`src/rtl/uart_flag_reg.sv`:
```
module uart_flag_reg #(
  parameter int          FMT_W        = 3,
  parameter int          DATA_W       = 8,
  parameter logic [7:0]  SYNC_PATTERN = 8'h55,
  parameter int          FMT_PAR_A    = 1,
  parameter int          FMT_HOST     = 2,
  parameter int          FMT_ABAUD_A  = 4,
  parameter int          FMT_ABAUD_B  = 5,
  parameter int          FMT_SMART    = 7
) (
  input  logic              clk,
  input  logic              rst_n,
  input  logic [FMT_W-1:0]  fmt_mode,
  input  logic              rx_enable,
  input  logic              coll_det_en,
  input  logic              flow_ctrl_en,
  input  logic              cts_pin,
  input  logic              tx_hold_empty,
  input  logic              ev_iter,
  input  logic              ev_tx_done,
  input  logic              ev_coll,
  input  logic              ev_sync_rx,
  input  logic [7:0]        sync_byte,
  input  logic              ev_ovf,
  input  logic              ev_ferr,
  input  logic              ev_perr,
  input  logic              reg_wr_en,
  input  logic              reg_sel,
  input  logic [DATA_W-1:0] reg_wdata,
  output logic [DATA_W-1:0] rd_status,
  output logic              err_irq
);
  localparam int BIT_ITER = 7, BIT_TXE = 6, BIT_COLL = 5, BIT_SYNC = 4;
  localparam int BIT_CTS  = 3, BIT_OVF = 2, BIT_FERR = 1, BIT_PERR = 0;
  localparam logic [DATA_W-1:0] ERR_MASK = DATA_W'((1 << BIT_ITER) | (1 << BIT_COLL) |
      (1 << BIT_SYNC) | (1 << BIT_OVF) | (1 << BIT_FERR) | (1 << BIT_PERR));

  logic              in_host, in_abaud, par_ok, iter_ok;
  logic              wr_status, wr_irq;
  logic [DATA_W-1:0] set_raw, set_eff, clr_mask, flags_q, flags_d;

  assign in_host  = (fmt_mode == FMT_W'(FMT_HOST));
  assign in_abaud = (fmt_mode == FMT_W'(FMT_ABAUD_A)) || (fmt_mode == FMT_W'(FMT_ABAUD_B));
  assign iter_ok  = (fmt_mode == FMT_W'(FMT_SMART));
  assign par_ok   = (fmt_mode == FMT_W'(FMT_PAR_A)) || (fmt_mode == FMT_W'(FMT_ABAUD_B)) || iter_ok;

  assign wr_status = reg_wr_en && !reg_sel;
  assign wr_irq    = reg_wr_en && reg_sel;

  always_comb begin
    set_raw           = '0;
    set_raw[BIT_ITER] = ev_iter && iter_ok;
    set_raw[BIT_TXE]  = ev_tx_done && tx_hold_empty && in_host;
    set_raw[BIT_COLL] = ev_coll && coll_det_en;
    set_raw[BIT_SYNC] = ev_sync_rx && in_abaud && (sync_byte != SYNC_PATTERN);
    set_raw[BIT_OVF]  = ev_ovf;
    set_raw[BIT_FERR] = ev_ferr;
    set_raw[BIT_PERR] = ev_perr && par_ok;
  end

  assign set_eff  = rx_enable ? set_raw : (set_raw & ~ERR_MASK);
  assign clr_mask = wr_status ? reg_wdata : '0;

  always_comb begin
    flags_d = (flags_q & ~clr_mask) | set_eff;
    if (!rx_enable) flags_d = flags_d & ~ERR_MASK;
    if (!in_host)   flags_d[BIT_TXE] = 1'b0;
    flags_d[BIT_CTS] = 1'b0;
  end

  always_ff @(posedge clk or negedge rst_n) begin
    if (!rst_n) begin
      flags_q <= '0;
      err_irq <= 1'b0;
    end else begin
      flags_q <= flags_d;
      err_irq <= (err_irq && !(wr_irq && reg_wdata[0])) || (|(set_eff & ERR_MASK));
    end
  end

  assign rd_status = flags_q | (DATA_W'(flow_ctrl_en && cts_pin) << BIT_CTS);

  // a zero in the write data leaves the frame-error flag held
  a_r2_write_zero_keeps: assert property (@(posedge clk) disable iff (!rst_n)
    (wr_status && !reg_wdata[BIT_FERR] && rx_enable && rd_status[BIT_FERR]) |=> rd_status[BIT_FERR]);

  // receiver disable empties the receive error flags
  a_r3_rx_off_clears: assert property (@(posedge clk) disable iff (!rst_n)
    !rx_enable |=> ((rd_status & ERR_MASK) == '0));

  // an accepted frame error raises the interrupt flag
  a_r4_err_raises_irq: assert property (@(posedge clk) disable iff (!rst_n)
    (rx_enable && ev_ferr) |=> err_irq);

  // outside host mode the transmitter-empty bit is zero on the next cycle
  a_r5_txe_host_only: assert property (@(posedge clk) disable iff (!rst_n)
    !in_host |=> !rd_status[BIT_TXE]);

  // a set coinciding with a clear leaves the overflow flag set
  a_r10_set_beats_clear: assert property (@(posedge clk) disable iff (!rst_n)
    (rx_enable && ev_ovf && wr_status && reg_wdata[BIT_OVF]) |=> rd_status[BIT_OVF]);

  // interrupt flag cannot rise without an error event
  a_r1_irq_needs_event: assert property (@(posedge clk) disable iff (!rst_n)
    (!err_irq && !(rx_enable && (ev_iter || ev_coll || ev_sync_rx || ev_ovf || ev_ferr || ev_perr)))
      |=> !err_irq);
endmodule

```
`config.mk`:
```
export PLATFORM = sky130hd
export DESIGN_NAME = uart_flag_reg
export DESIGN_NICKNAME = d
export VERILOG_FILES = /design/src/rtl/uart_flag_reg.sv
export SDC_FILE = /design/constraint.sdc
export NUM_CORES = 1
export LEC_CHECK = 0
export ABC_AREA = 1
export BUFFER_PORTS_ARGS = -buffer_cell sky130_fd_sc_hd__buf_4
export CAP_MARGIN = 20
export CORE_MARGIN = 2
export CORE_UTILIZATION = 35
export DETAILED_ROUTE_END_ITERATION = 10
export GPL_ROUTABILITY_DRIVEN = 0
export PLACE_DENSITY_LB_ADDON = 0.15
export SYNTH_ARGS = -nofsm -noshare
export SYNTH_HDL_FRONTEND = slang
export SYNTH_SLANG_ARGS = --single-unit
export TNS_END_PERCENT = 50
```
`constraint.sdc`:
```
create_clock -name clk -period 0.9 [get_ports clk]
set_input_delay 0.045 -clock clk [delete_from_list [all_inputs] [get_ports clk]]
set_output_delay 0.045 -clock clk [all_outputs]
set_load 0.05 [all_outputs]
```
==> impl_metrics.json <==
{
  "status": "finished clean",
  "postRouteAntennaNets": 0,
  "startpoint_type": "flip-flop",
  "finalHoldViolations": 0,
  "die_x_um": 40.8,
  "ys_warn_count": 0,
  "cts_setup_buffers": 0,
  "drt_first_iter_violations": 8,
  "syn_to_final_growth_pct": 78.4,
  "diodes": 0,
  "reg2reg_depth": 4,
  "grt_usage": 0.175,
  "drv_slew": 0,
  "clk_pin_slew_worst_paths_ns": 0.06,
  "fmax_mhz": 1150,
  "synth_nets": 103,
  "p_total_w": 0.00103,
  "hpwl_mm": 1.07,
  "critPathRequiredTime_ns": 0.85,
  "setup_viol": 0,
  "clockPowerShare": 0.292,
  "min_to": "flags_q[1]$_DFF_PN0_",
  "routed_wirelength_mm": 1.25,
  "switchingPower_w": 0.000320,
  "cap_violations": 0,
  "p_seq_frac": 0.383,
  "synth-seq-cells": 8,
  "cts_tree": "built",
  "final_common_cell": "buf_4",
  "power.density_nw_per_um2": 1220,
  "crit_family": "flip-flops",
  "cts_buffer_depth": 2,
  "path_class": "flip-flop to output pin",
  "crit-reg2reg-launch": "err_irq$_DFF_PN0_",
  "path_buf_inv": 1,
  "grt_first_pass_wirelength_mm": 1.86,
  "p_int_w": 0.000710,
  "final_cell_mix": "buf_4 (39), nand2_1 (26), nand3_1 (10), inv_1 (9), dfrtp_1 (7)",
  "antenna_found_initial": 0,
  "initial_core_util": 0.369,
  "final.period_utilization": 0.966,
  "cpPeakStageDelay_ns": 0.38,
  "relSlewSlack": 0.876,
  "coreArea_um2": 1280,
  "die_h_um": 40.8,
  "die_area_um2": 1670,
  "p_sw_frac": 0.311,
  "critPathArrivalTime_ns": 0.82,
  "cts_buffers": 3,
  "rows": 13,
  "finalSetupTns_ns": 0,
  "grt_max_degree": 12,
  "viasPerCell": 4.63,
  "combPwrFrac": 0.325,
  "first_global_vias": 506,
  "cp-end-kind": "output pin",
  "dr.pass1.iters": 4,
  "crit_chain": "buf_4",
  "postSynthCellCount": 68,
  "numPortBuffers": 42,
  "min-delay-start": "ev_ferr",
  "drt_drc_violations_left": 0,
  "cp_slowest_cell": "dfrtp_1",
  "hold_depth": 3,
  "drive_gt1_frac": 0.447,
  "leakagePower_nw": 0.476,
  "finalClockSkew_ns": 0,
  "ys_seq_area_frac": 0.422,
  "clk_latency_ns": 0.25,
  "htree_levels": 1,
  "finalCriticalPeriod_ns": 0.870,
  "worstMarginPinSlew_ns": 0.186,
  "nets": 150,
  "ioPinCount": 44,
  "hold_class": "input port to flip-flop",
  "ys_types": 11,
  "rrSetupSlack_ns": 0.13,
  "wl_per_cell_um": 9.68,
  "r2r-end": "err_irq$_DFF_PN0_",
  "overflow": 0,
  "cts-root-buf": "clkbuf_4",
  "cts_num_sinks": 8,
  "via_count": 597,
  "ir_drop_v": 0.000691,
  "rsz0062_at_grt": "no",
  "syn_area_um2": 474,
  "crit_path_max_fanout": 2,
  "avgSynthCellArea_um2": 6.97
}
==> Yosys cell counts (all sizes together) <==
cell type / instances / area, µm²
nand2: 26 / 97.6
nand3: 12 / 70.1
inv: 9 / 33.8
nor2: 9 / 46.3
dfrtp: 8 / 200
o21ai: 2 / 10.0
a21oi: 1 / 5.00
buf: 1 / 11.3
==> flip-flops by register name, summed over array words and instances, names as in the netlist <==
| register | count |
|---|---|
| err_irq | 1 |
| flags_q | 7 |
==> layout make-up <==
cell class,count,area [µm²]
inverters,9,33.8
well taps,15,18.8
repair buffers,43,337
multi-input cells,50,229
fillers,129,439
clock buffers,4,26.3
flip-flops and latches,8,201
==> cells by family after synthesis <==
group | Yosys count | share of synthesized area
AOI/OAI and AO/OA | 3 | 0.0317
buffers and inverters | 10 | 0.0950
DFF | 8 | 0.422
and+or+nand+nor | 47 | 0.451
==> stage by stage <==
step / utilization / hold slack, ns / worst slack, ns / cell area [µm²] / std cells
after detailed placement: 0.621 / -0.133 / 0.148 / 798 / 124
after global placement: 0.621 / -0.131 / 0.158 / 798 / 124
after floorplan: - / -0.251 / 0.00940 / 475 / 68
final: 0.658 / 0.0323 / 0.0304 / 846 / 129
after global routing: 0.658 / 0.0283 / 0.00342 / 846 / 129
after CTS: 0.649 / 0.0243 / 0.00612 / 835 / 129
==> per-layer routing <==
metal | up-vias | track usage | part of all wire
li1 | 305 | - | -
met1 | 265 | 0.189 | 0.37
met2 | 27 | 0.305 | 0.55
met3 | 0 | 0.0435 | 0.075
met4 | 0 | 0.100 | 0
met5 | - | 0 | 0
==> timing repair <==
action / in CTS / in global routing
gates resized for setup: 0 / 3
hold buffers: 1 / 0
endpoints found under the setup margin: 0 / 3
endpoints found under the hold margin: 8 / 0
==> power by group through the flow <==
stage                     clock (W)  combinational (W)  sequential, W
after floorplan                   0          0.0000825       0.000476
after global placement            0           0.000326       0.000398
after detailed placement          0           0.000331       0.000399
after CTS                  0.000307           0.000335       0.000393
after global routing       0.000332           0.000367       0.000396
final                      0.000301           0.000335       0.000394
==> worst max path at each step <==
stage	from	to	slack [ns]	cells past startpoint
after CTS	err_irq$_DFF_PN0_	err_irq	0.006	1
final	flags_q[4]$_DFF_PN0_	rd_status[4]	0.03	1
after global routing	flags_q[5]$_DFF_PN0_	rd_status[5]	0.003	1
after floorplan	err_irq$_DFF_PN0_	err_irq$_DFF_PN0_	0.009	4
after global placement	err_irq$_DFF_PN0_	err_irq$_DFF_PN0_	0.16	4
after detailed placement	err_irq$_DFF_PN0_	err_irq$_DFF_PN0_	0.15	4
Note: power is estimated with default switching activity, not from simulation.
